## config.mk

```make
export PLATFORM = sky130hd
export DESIGN_NAME = microseq_queue
export DESIGN_NICKNAME = d
export VERILOG_FILES = /design/src/rtl/mq_pkg.sv /design/src/rtl/mq_ctrl.sv /design/src/rtl/mq_dp.sv /design/src/rtl/microseq_queue.sv
export SDC_FILE = /design/constraint.sdc
export NUM_CORES = 1
export LEC_CHECK = 0
export BUFFER_PORTS_ARGS = -buffer_cell sky130_fd_sc_hd__buf_4
export CAP_MARGIN = 15
export CORE_MARGIN = 2
export CORE_UTILIZATION = 60
export DETAILED_ROUTE_END_ITERATION = 12
export GPL_ROUTABILITY_DRIVEN = 0
export PLACE_DENSITY = 0.82
export SYNTH_ARGS = -nofsm -noshare
export SYNTH_HDL_FRONTEND = slang
export SYNTH_SLANG_ARGS = --single-unit
```

## constraint.sdc

```tcl
create_clock -name clk -period 3.2 [get_ports clk]
set_input_delay 0.48 -clock clk [delete_from_list [all_inputs] [get_ports clk]]
set_output_delay 0.48 -clock clk [all_outputs]
set_load 0.02 [all_outputs]
```

## src/rtl/mq_pkg.sv

```systemverilog
package mq_pkg;

  // strobes from the sequencing control to the queue datapath
  typedef struct packed {
    logic push;   // write csData into the queue tail
    logic pop;    // remove the queue head into stage 0
    logic shift;  // move the stage register chain
  } qStrobe_t;

  typedef enum logic [1:0] {
    SEQ_IDLE = 2'd0,  // waiting for a decoder entry address
    SEQ_COPY = 2'd1,  // copying consecutive words
    SEQ_WAIT = 2'd2   // stalled behind a conditional microbranch
  } seqState_t;

endpackage

```

## src/rtl/mq_ctrl.sv

```systemverilog
module mq_ctrl
  import mq_pkg::*;
#(
  parameter int AW = 9
) (
  input  logic          clk,
  input  logic          rst_n,
  input  logic          decValid,
  input  logic [AW-1:0] decAddr,
  output logic          decTake,
  output logic [AW-1:0] csAddr,
  input  logic          csFinal,
  input  logic          csGoto,
  input  logic          resolveValid,
  input  logic [AW-1:0] resolveAddr,
  input  logic          advance,
  input  logic          qFull,
  input  logic          qEmpty,
  output qStrobe_t      strobe
);

  seqState_t     state, nextState;
  logic [AW-1:0] pc, nextPc;

  assign csAddr = pc;

  always_comb begin
    nextState    = state;
    nextPc       = pc;
    decTake      = 1'b0;
    strobe.push  = 1'b0;
    strobe.pop   = advance && !qEmpty;
    strobe.shift = advance;
    case (state)
      SEQ_IDLE: begin
        if (decValid) begin
          decTake   = 1'b1;
          nextPc    = decAddr;
          nextState = SEQ_COPY;
        end
      end
      SEQ_COPY: begin
        if (!qFull) begin
          strobe.push = 1'b1;
          if (csGoto) begin
            nextState = SEQ_WAIT;
          end else if (csFinal) begin
            if (decValid) begin
              decTake = 1'b1;
              nextPc  = decAddr;
            end else begin
              nextState = SEQ_IDLE;
            end
          end else begin
            nextPc = pc + AW'(1);
          end
        end
      end
      SEQ_WAIT: begin
        if (resolveValid) begin
          nextPc    = resolveAddr;
          nextState = SEQ_COPY;
        end
      end
      default: nextState = SEQ_IDLE;
    endcase
  end

  always_ff @(posedge clk or negedge rst_n) begin
    if (!rst_n) begin
      state <= SEQ_IDLE;
      pc    <= '0;
    end else begin
      state <= nextState;
      pc    <= nextPc;
    end
  end

endmodule

```

## src/rtl/mq_dp.sv

```systemverilog
module mq_dp
  import mq_pkg::*;
#(
  parameter int W      = 18,
  parameter int DEPTH  = 8,
  parameter int STAGES = 4,
  parameter int CNTW   = $clog2(DEPTH + 1)
) (
  input  logic                clk,
  input  logic                rst_n,
  input  qStrobe_t            strobe,
  input  logic [W-1:0]        csData,
  output logic                qFull,
  output logic                qEmpty,
  output logic [CNTW-1:0]     qCount,
  output logic [STAGES*W-1:0] mirFlat,
  output logic [DEPTH-1:0]    qFinal
);

  localparam int PTRW = $clog2(DEPTH);
  localparam int IW   = PTRW + 1;

  logic [W-1:0]    store [DEPTH];
  logic [PTRW-1:0] rdPtr, wrPtr;
  logic [CNTW-1:0] count;
  logic [W-1:0]    mir [STAGES];

  function automatic logic [PTRW-1:0] bump(input logic [PTRW-1:0] p);
    return (p == PTRW'(DEPTH - 1)) ? '0 : p + PTRW'(1);
  endfunction

  assign qFull  = (count == CNTW'(DEPTH));
  assign qEmpty = (count == '0);
  assign qCount = count;

  always_ff @(posedge clk or negedge rst_n) begin
    if (!rst_n) begin
      rdPtr <= '0;
      wrPtr <= '0;
      count <= '0;
      for (int i = 0; i < DEPTH; i++) store[i] <= '0;
    end else begin
      if (strobe.push) begin
        store[wrPtr] <= csData;
        wrPtr        <= bump(wrPtr);
      end
      if (strobe.pop) rdPtr <= bump(rdPtr);
      case ({strobe.push, strobe.pop})
        2'b10:   count <= count + CNTW'(1);
        2'b01:   count <= count - CNTW'(1);
        default: count <= count;
      endcase
    end
  end

  // stage register chain
  always_ff @(posedge clk or negedge rst_n) begin
    if (!rst_n) begin
      for (int k = 0; k < STAGES; k++) mir[k] <= '0;
    end else if (strobe.shift) begin
      mir[0] <= strobe.pop ? store[rdPtr] : '0;
      for (int k = 1; k < STAGES; k++) mir[k] <= mir[k-1];
    end
  end

  for (genvar k = 0; k < STAGES; k++) begin : g_flat
    assign mirFlat[k*W +: W] = mir[k];
  end

  // end-of-sequence flags, head first
  always_comb begin
    logic [IW-1:0] slot;
    for (int i = 0; i < DEPTH; i++) begin
      slot = {1'b0, rdPtr} + IW'(i);
      if (slot >= IW'(DEPTH)) slot = slot - IW'(DEPTH);
      qFinal[i] = (CNTW'(i) < count) ? store[slot[PTRW-1:0]][W-1] : 1'b0;
    end
  end

endmodule

```

## src/rtl/microseq_queue.sv

```systemverilog
module microseq_queue
  import mq_pkg::*;
#(
  parameter int PW    = 16,
  parameter int AW    = 9,
  parameter int DEPTH = 8,
  localparam int W      = PW + 2,
  localparam int STAGES = 4,
  localparam int CNTW   = $clog2(DEPTH + 1)
) (
  input  logic                clk,
  input  logic                rst_n,
  input  logic                decValid,
  input  logic [AW-1:0]       decAddr,
  output logic                decTake,
  output logic [AW-1:0]       csAddr,
  input  logic [W-1:0]        csData,
  input  logic                resolveValid,
  input  logic [AW-1:0]       resolveAddr,
  input  logic                advance,
  output logic [STAGES*W-1:0] mirOut,
  output logic [DEPTH-1:0]    qFinal
);

  qStrobe_t        strobe;
  logic            qFull, qEmpty;
  logic [CNTW-1:0] qCount;

  mq_ctrl #(.AW(AW)) u_ctrl (
    .clk          (clk),
    .rst_n        (rst_n),
    .decValid     (decValid),
    .decAddr      (decAddr),
    .decTake      (decTake),
    .csAddr       (csAddr),
    .csFinal      (csData[W-1]),
    .csGoto       (csData[W-2]),
    .resolveValid (resolveValid),
    .resolveAddr  (resolveAddr),
    .advance      (advance),
    .qFull        (qFull),
    .qEmpty       (qEmpty),
    .strobe       (strobe)
  );

  mq_dp #(.W(W), .DEPTH(DEPTH), .STAGES(STAGES), .CNTW(CNTW)) u_dp (
    .clk     (clk),
    .rst_n   (rst_n),
    .strobe  (strobe),
    .csData  (csData),
    .qFull   (qFull),
    .qEmpty  (qEmpty),
    .qCount  (qCount),
    .mirFlat (mirOut),
    .qFinal  (qFinal)
  );

endmodule

```

## Word level (Yosys, flattened, before mapping)

Index checks and enable logic that the tools add are counted.

| word-level totals | value |
|---|---|
| register bits after elaboration | 237 |
| bits of input ports | 41 |
| output and inout port bits | 90 |
| word-level logic and storage cells | 166 |

| operators by class | value |
|---|---|
| $add $sub $neg | 20 |
| magnitude comparators | 27 |
| equal/unequal tests | 13 |
| mux-type cells | 70 |
| bitwise gates (word level) | 10 |
| reductions and logical operators | 9 |

Operator list:

| kind | number |
|---|---|
| $bmux 18 s3 | 9 |
| $mux 18 | 20 |
| $bwmux 144 | 1 |
| $ge 4x4->1 const B | 17 |
| $demux 18 s3 | 1 |
| $mux 9 | 5 |
| $not 3->4 | 10 |
| $mux 3 | 10 |
| $pmux 9 s3 | 1 |
| $sub 3x1->3 const B | 8 |
| $add 3x3->4 const B | 4 |
| $lt 3x4->1 const A | 4 |
| $mux 1 | 14 |
| $mux 2 | 6 |
| $add 9x1->9 const B | 1 |
| $add 3x2->4 const B | 2 |
| $lt 1x4->1 const A | 2 |
| $lt 2x4->1 const A | 2 |
| $ne 2x2->1 const B | 4 |
| $pmux 4 s2 | 1 |
| $add 3x1->3 const B | 2 |
| $eq 3x3->1 const B | 2 |
| $ne 3x3->1 const B | 2 |
| $pmux 2 s3 | 1 |
| other kinds (17) | 20 |

## Depth between registers and ports, before layout

Gate-level depths: netlist of the first run.

| depth | value |
|---|---|
| word-level depth | 8 |
| gate-level depth with buffers | 11 |
| depth with buffers taken out | 9 |

## By module

Synthesis of the first run repeated with hierarchy kept, for this count alone.

| second synthesis, totals | value |
|---|---|
| cell total of the unflattened synthesis | 812 |
| area total of the unflattened synthesis | 11302.1 sq um |

Modules (own cells, without submodules):

| module | instances | cells an instance | area an instance (sq um) | sequential area each (sq um) |
|---|---|---|---|---|
| mq_dp | 1 | 686 | 10229.8 | 5655.4 |
| mq_ctrl | 1 | 126 | 1072.3 | 275.3 |

## Worst setup path before layout of the first run

Ideal clock, no wire load.

| path | value |
|---|---|
| path type | flip-flop to output port |
| from | reg u_dp.rdPtr[1] |
| to | out qFinal[3] |
| arrival time | 1921 ps |
| required time | 2720 ps |
| path slack | 799 ps |
| stages on the path, launching flop included | 8 |
| cell sequence | dfrtp_1 > buf_2 > clkbuf_1 > inv_1 > ha_1 > mux4_2 > nand2_1 > a21oi_1 |

| on the way | value |
|---|---|
| cells in the longest elaborated chain, start to end | 8 |
| elaborated cells between the ends (all ways) | 9 |

Ends and longest elaborated chain:

| what | line | text |
|---|---|---|
| from (decl) | mq_dp.sv:24 | `logic [PTRW-1:0] rdPtr, wrPtr;` |
| from (signal assigned) | mq_dp.sv:47 | `if (strobe.pop) rdPtr <= bump(rdPtr);` |
| $add 3x2->4 (*) | mq_dp.sv:74 | `slot = {1'b0, rdPtr} + IW'(i);` |
| $ge 4x4->1 or $sub 3x1->3 (tied branches) | mq_dp.sv:75 | `if (slot >= IW'(DEPTH)) slot = slot - IW'(DEPTH);` |
| $mux 3 (*) | mq_dp.sv:75 |  |
| $not 3->4 (not written as such) (*) | mq_dp.sv:76 | `qFinal[i] = (CNTW'(i) < count) ? store[slot[PTRW-1:0]][W-1] : 1'b0;` |
| $bmux 18 s3 (*) | mq_dp.sv:76 |  |
| $mux 18 (not written as such) (*) (2 in series) | mq_dp.sv:76 |  |
| $mux 1 (*) | mq_dp.sv:76 |  |
| to (decl) | microseq_queue.sv:22 | `output logic [DEPTH-1:0] qFinal` |

Mark *: on every way between the ends. The rest lies on a longest branch, timed or not. The select of a mux whose other input is x is not followed.

## Final worst setup path of the first run

| path | value |
|---|---|
| from | reg u_dp.rdPtr[1] |
| to | out qFinal[1] |

| on the way | value |
|---|---|
| cells in the longest elaborated chain, start to end | 8 |
| elaborated cells between the ends (all ways) | 9 |

Ends and longest elaborated chain:

| what | line |
|---|---|
| $add 3x1->4 (*) | mq_dp.sv:74 |
| $ge 4x4->1 or $sub 3x1->3 (tied branches) | mq_dp.sv:75 |
| $mux 3 (*) | mq_dp.sv:75 |
| $not 3->4 (not written as such) (*) | mq_dp.sv:76 |
| $bmux 18 s3 (*) | mq_dp.sv:76 |
| $mux 18 (not written as such) (*) (2 in series) | mq_dp.sv:76 |
| $mux 1 (*) | mq_dp.sv:76 |

Marked as above.

==> results, run 1 <==
- The flow ran to the end, and the final reports show no timing, DRC or antenna violations.
- The path type of the worst setup path is register to output pin.
- The final-report hold violation count was 0.
- Synthesis inferred 237 register bits.
- Once detail routing completed, the nets flagged for antenna violations numbered 0.
- The core region is 0.0180 mm2.
- By count the netlist is led by 237 x dfrtp_1, 192 x mux2_2, 42 x mux4_2.
- Along the worst path, the maximum fanout reaches 17.
- The internal power of the cells totals 9.99 mW.
- Across the VDD grid, the largest voltage drop is 837 uV.
- The number of fill cells in the layout is 1150.
- During synthesis, Yosys emitted a total of 0 warnings.
- The pre-antenna-repair detailed-routing pass consisted of 5 iterations.
- The portion of total power attributed to the clock network is 0.189.
- In the post-synthesis netlist, the biggest area contributors are dfrtp_1 54%, mux2_2 20%, mux4_2 8.5%.
- The count of nets after finishing is 958.
- Setup repair after global routing left no endpoint under its margin.
- In this run the mean area of a mapped cell was 14.3 um2.
- The most numerous cell in the Yosys netlist is dfrtp_1.
- The overflow left after global routing is 0.
- The net count after synthesis is 828.
- The global-route total usage across every layer is 0.251.
- The timing startpoint of the critical path is u_dp.rdPtr[1].
- For the pin with the worst max-slew slack, the measured transition is 614 ps.
- Power spread over the standard cell area amounts to 1200 mW/mm2.
- Clock latency on the worst-skew pair, taken at its later pin, is 520 ps.
- Of the post-synthesis cell area, the dominant cell type holds 0.536.
- The endpoint type of the worst setup path is an output pin.
- The total of cells resized after clock tree synthesis is 0.
- The initial antenna violation count is 0.
- The cell chosen for the clock root is clkbuf_16.
- The count of buffers inserted at the top-level ports is 130.
- After floorplanning, the core was divided into 49 placement rows.
- The final route contains 6935 vias.
- The antenna diode count is 0.
- The area growth from synthesis to layout is 18.6%.
- The clock transition at the register clock pins on the worst setup and hold paths after CTS is 60 ps.
- STA classifies the critical path startpoint as a register.
- The most frequently used flop master after synthesis is dfrtp_1.
- The count of final max-slew check failures came to 0.
- Once layout is complete, the utilization of the core stands at 0.728.
- In the finished design, the share of the clock period the worst path needs comes to 0.892.
- The completed layout was analyzed and its total power is 15.7 mW.
- The worst clock skew on the final layout is 7.54 ps.
- The data required time at the worst endpoint is 2720 ps.
- The final setup TNS is 0 ps.
- The finished cells cover 0.0131 mm2.
- After detailed routing, the number of remaining DRC violations is 0.
- The global-route wire length before repair is 39300 um.
- The clock buffer count from CTS is 25.
- The netlist uses 50 different library cells.
- The routed design has 24300 um of wire.
- The share of synthesized area occupied by flip-flops and latches is 0.536.
- The switching share of total power is 0.365.
- The final critical delay including setup and external delays is 2850 ps.
- For this configuration, the core starts out at a cell density of 0.614.
- The setup slack of the worst register-to-register path is 540 ps.
- The switching component of the power is 5.75 mW.
- CTS built an H-tree with a depth of 1.
- Dividing the detail-routed via count by the number of cells gives 6.04.
- The number of global-route vias before repair is 7283.
- The fraction of layout instances using a drive strength above 1 is 0.485.
- Counting every sink on the clock net gives 237.
- After synthesis, the share of flip-flops with an asynchronous set or reset is 1.00.
- In this run the critical register-to-register path is launched from u_ctrl.state[1].
- The clock passes through at most 3 buffers.
- Measured along the x axis, the die boundary spans 140 um.
- Following the worst setup path forward leads to its endpoint at qFinal[1].
- The number of cells on the worst reg-to-reg path is 8.
- The worst slew margin relative to its limit is 0.590.
- The kind of path behind the tightest hold check is input port to register.
- Synthesis produced a netlist whose cell count is 772.
- The worst flop-to-flop path endpoint is u_dp.store[23].
- The tool flagged a number of max-cap violations equal to 0.
- The HPWL after detailed placement is 15900 um.
- The violation count after the first detailed-route iteration is 393.
- Measured along the y axis, the die boundary spans 140 um.
- The average detailed-routed wire length per instance is 21.2 um.
- The arrival time of data at the critical path endpoint is 2370 ps.
- The number of flops mapped to enable cells by yosys is 0.
- The count of final setup violators is 0.
- The cell taking the most area after synthesis is dfrtp_1.
- 131 I/O pins were placed.
- The die area is 0.0195 mm2.
- The synthesized area is 0.0111 mm2.
- The TritonCTS clock tree is yes.
- The maximum clock frequency is 350 MHz.
- The share of total power in combinational logic is 0.453.
- The share of total power dissipated in sequential elements is 0.358.
- Entering global routing, the biggest net connects 113 pins.
- For this design the static power due to leakage is 5.92 nW.
- The instance area at placement is 0.0123 mm2.
[worst min path at each step]
stage	start	endpoint	slack, ps	cells after the start
floorplan	rst_n	u_ctrl.csAddr[0]	180	0
global placement	rst_n	u_ctrl.csAddr[0]	470	1
detailed placement	rst_n	u_ctrl.csAddr[1]	490	1
CTS	csData[10]	u_dp.store[10]	240	2
global route	csData[11]	u_dp.store[29]	250	2
finish	csData[11]	u_dp.store[29]	260	2
[power groups by stage]
stage,registers (mW),logic (mW),clock network (mW)
after global routing,5.80,7.65,3.13
after floorplan,5.82,4.52,0
after global placement,5.46,6.83,0
after detailed placement,5.62,7.09,0
final,5.63,7.12,2.98
after CTS,5.61,7.16,3.02
[per-stage QoR]
stage	instances	hold slack, ps	setup WS (ps)
floorplan	772	184	799
global placement	1103	475	694
detailed placement	1103	485	593
CTS	1149	243	308
global route	1149	252	267
finish	1149	255	346
[flip-flops by register name (all words and copies together), names as in the netlist]
signal,flops
u_dp.mirFlat,72
u_dp.qCount,4
u_dp.store,144
u_dp.wrPtr,3
u_ctrl.state,2
u_dp.rdPtr,3
u_ctrl.csAddr,9
[cells in the final DEF (no fill, tap or decap), drive strengths merged, types with 7 or more instances in the layout]
cell type and count:
o22ai 19, mux2 202, clkbuf 34, dfrtp 237, mux4 42, o21ai 14, buf 148, nor2b 7
a21oi 12, nor3 9, a22o 9, inv 33, nand3 14, nor2 22, nand2 16, mux2i 28
ha 15
[layer usage]
layer  part of all wire  vias to the layer above  routed length (um)  track usage
met5                  0                        -                   0            0
met4              0.024                        0                 595       0.0737
met3              0.058                       36                1410       0.0444
met2               0.49                      213               11800        0.412
met1               0.43                     3597               10500        0.349
li1                   -                     3089                   -            -
[worst max-delay path, stage by stage (launching register included)]
cell     delay (ps)
dfrtp_1         540
buf_4           350
ha_1            250
ha_1            270
mux2i_1         200
nor2_1           80
buf_4           160
[area by class of cell]
type,count,area (um2),area share
Clock buffer,34,709,0.0541
Timing Repair Buffer,149,1140,0.0869
Tap cell,229,287,0.0218
Inverter,31,121,0.00925
Sequential cell,237,5930,0.452
Multi-Input combinational cell,458,4790,0.365
Clock inverter,11,148,0.0112
[repair_timing]
item | CTS | global route
hold buffers | 1 | 0
endpoints found under the hold margin | 74 | 0
buffers inserted | 0 | 0
[cells by family after synthesis]
group	after synthesis	synth area share
adders and majority gates	15	0.0170
muxes	272	0.320
buffers and inverters	77	0.0318
AOI/OAI and AO/OA	65	0.0392
xor gates and xnor gates	12	0.00950
and+or+nand+nor	94	0.0470
DFF	237	0.536
(Power assumes the default switching activity.)
==> run 2: changes to the inputs <==
- CORE_UTILIZATION: 60 -> 53
- PLACE_DENSITY: 0.82 -> 0.76
- clock period: 3.2 -> 2.5 ns (I/O delays scaled with it)
==> results, run 2 (synthesis results as in run 1) <==
- The flow ran to the end, and the final reports show no timing, DRC or antenna violations.
- The global-route total usage across every layer is 0.216 (-0.0352).
- The total wire length after detailed routing came to 23000 um (-5.4%).
- Relative to the synthesized area, the layout overhead comes to 21.7%.
- The standby leakage power is 6.05 nW (+2.2%).
- The arrival time of data at the critical path endpoint is 2070 ps (-300 ps).
- The portion of total power attributed to the clock network is 0.186 (-0.003).
- The initial antenna violation count is 1 (+1).
- The die area is 0.0221 mm2 (+13%).
- The floorplan row count was 52 (+6.1%).
- The number of global-route vias before repair is 7027 (-3.5%).
- The register with the most flip-flops is u_dp.store.
- The switching share of total power was 0.355 (-0.0104).
- The TritonCTS clock tree is yes.
- The worst clock skew on the final layout is 12.8 ps (+5.28 ps).
- The overflow left after global routing was 0 (unchanged).
- The maximum clock frequency is 409 MHz.
- The count of non-filler cells in the finished layout is 1209 (+5.2%).
- The maximum ir drop on the vdd rail is 805 uV (-3.8%).
- The slowest stage of the critical path is the mux4_2 cell.
- The final-report hold violation count came to 0 (unchanged).
- The path type of the worst setup path is register to output pin.
- The chip width was 149 um (+6.2%).
- The signal on the critical path passes through buf_12 -> mux4_2 -> mux2i_1 -> nor2_1 -> buf_4.
- The endpoint type of the worst setup path is an output pin.
- The die span in y was 149 um (+6.2%).
- The maximum single-stage delay on the critical path is 520 ps (-20 ps).
- The area of the core was 0.0204 mm2 (+13%).
- The final setup TNS came to 0 ps (unchanged).
- The count of buffers inserted at the top-level ports is 130 (unchanged).
- The flip-flop count of the largest register after layout is 144 (unchanged).
- The library cell used most frequently in the layout, excluding fill and tap cells, is dfrtp_1.
- The I/O pin count came to 131 (unchanged).
- The average detailed-routed wire length per instance is 19.0 um (-10%).
- The internal power consumption is 13.1 mW (+31%).
- Dividing the final minimum period by the clock period gives 0.978.
- The detailed placement HPWL is 15700 um (-1.2%).
- STA classifies the critical path startpoint as a register.
- The clock buffer count from CTS is 26 (+4.0%).
- The power per cell area is 1510 mW/mm2 (+26%).
- The deepest level of the CTS H-tree is 1 (unchanged).
- The count of final setup violators is 0 (unchanged).
- The global-route wire length before repair is 37900 um (-3.5%).
- The number of max-capacitance violations reported is 0 (unchanged).
- The number of fill cells in the layout is 1476 (+28%).
- The switching component of the power is 7.22 mW (+26%).
- The starting utilization of the core area came to 0.543 (-0.0706).
- The worst slew margin relative to its limit is 0.625 (+0.0342).
- The pin count of the biggest net entering global routing is 67 (-41%).
- In this run the clock root is driven by a clkbuf_16.
- The number of search-and-repair iterations in the first detailed-routing pass came to 4 (-1).
- Setup repair after global routing left no endpoint under its margin.
- The final hold slack is 147 ps (-108 ps).
- The violation count after the first detailed-route iteration is 340 (-13%).
- The routed via count divided by cell count was 5.70 (-5.5%).
- The fraction of layout instances using a drive strength above 1 came to 0.499 (+0.0142).
- The kind of path behind the tightest hold check is input port to register.
- The highest net fanout along the worst path is 11 (-6).
- The count of final max-slew check failures is 0 (unchanged).
- The via count was 6894 (-0.59%).
- The count of placed standard cells including taps is 1156 (+4.8%).
- The data required time at the worst endpoint is 2120 ps (-600 ps).
- The final critical delay including setup and external delays is 2440 ps.
- The setup slack of the worst register-to-register path was 290 ps (-250 ps).
- The source-to-sink clock delay at the later pin of the worst-skew pair is 520 ps (about the same).
- The clock transition at the register clock pins on the worst setup and hold paths after CTS is 60 ps (about the same).
- The proportion of power drawn by flip-flops and latches is 0.351 (-0.007).
- The transition time at the pin with the least slew margin is 563 ps (-51.2 ps).
- The count of nets after finishing was 975 (+1.8%).
- The share of total power in combinational logic is 0.464 (+0.011).
- The maximum buffer depth of the clock tree is 3 (unchanged).
- The detailed-route DRC error count is 0 (unchanged).
- The library cells used most frequently in the layout, excluding fill and tap cells, are 233 x dfrtp_1, 192 x mux2_2, 152 x buf_4.
- The number of routed nets with antenna violations came to 0 (unchanged).
- The clock sink total is 237 (unchanged).
## run 2: cell types whose count changed in the layout (fill, tap and decap cells not counted), sizes merged
cell,previous run,this run
clkbuf,34,41
buf,148,164
bufinv,3,2
inv,33,31
clkinv,2,4
clkinvlp,4,0
diode,0,1
## run 2: critical path: cells and delay by family (launching register included)
family / cells / cell delay [ps]
mux: 2 / 720
flops: 1 / 410
buf+inv: 2 / 310
simple gates: 1 / 90
## run 2: routing by layer
layer,wire (um),up-vias,GRT usage,part of all wire
met1,10400,3580,0.313,0.45
met2,11200,152,0.347,0.49
met4,415,0,0.0581,0.018
met5,0,-,0,0
li1,-,3130,-,-
met3,1030,32,0.0294,0.045
## run 2: power by group through the flow
stage	Clock [mW]	Combinational [mW]	Sequential, mW
detailed placement	0	9.18	7.17
CTS	3.86	9.33	7.11
global placement	0	8.98	7.08
floorplan	0	5.79	7.45
global route	4.03	10.1	7.39
finish	3.77	9.43	7.13
## run 2: path summary, 6_finish.rpt
| kind | from | to | cells after the start |
|---|---|---|---|
| max | u_dp.rdPtr[0] | qFinal[5] | 5 |
| min reg2reg | u_dp.store[101] | u_dp.store[101] | 1 |
| max reg2reg | u_dp.qCount[0] | u_dp.store[12] | 7 |
| min | csData[5] | u_dp.store[131] | 2 |
| max in group asynchronous | rst_n | u_dp.store[12] | 3 |
| min in group asynchronous | rst_n | u_dp.store[111] | 2 |
## run 2: cell type report
class                      instances  area [um2]  area share
antenna                            1        2.50    0.000186
clock buffer                      41         778      0.0578
clock inverter                     6        80.1     0.00594
inverter                          31         121     0.00901
multi-input combinational        458        4840       0.359
sequential                       237        5940       0.441
tap                              270         338      0.0251
timing repair buffer             165        1380       0.102
## run 2: what timing repair did
item / in CTS / in global routing
endpoints found under the hold margin: 62 / 0
setup endpoints to repair: 6 / 8
resized for setup: 3 / 12
pin swaps: 0 / 1
hold buffers: 1 / 0
setup buffers: 2 / 2
gates cloned: 0 / 0
## run 2: metrics by stage
stage                util  area [um2]  power, mW  worst slack (ps)
floorplan               -       11100       13.2               204
global placement    0.613       12500       16.1               323
detailed placement  0.613       12500       16.4               243
CTS                 0.658       13400       20.3             0.878
global route        0.662       13500       21.6              9.69
finish              0.662       13500       20.3              55.3
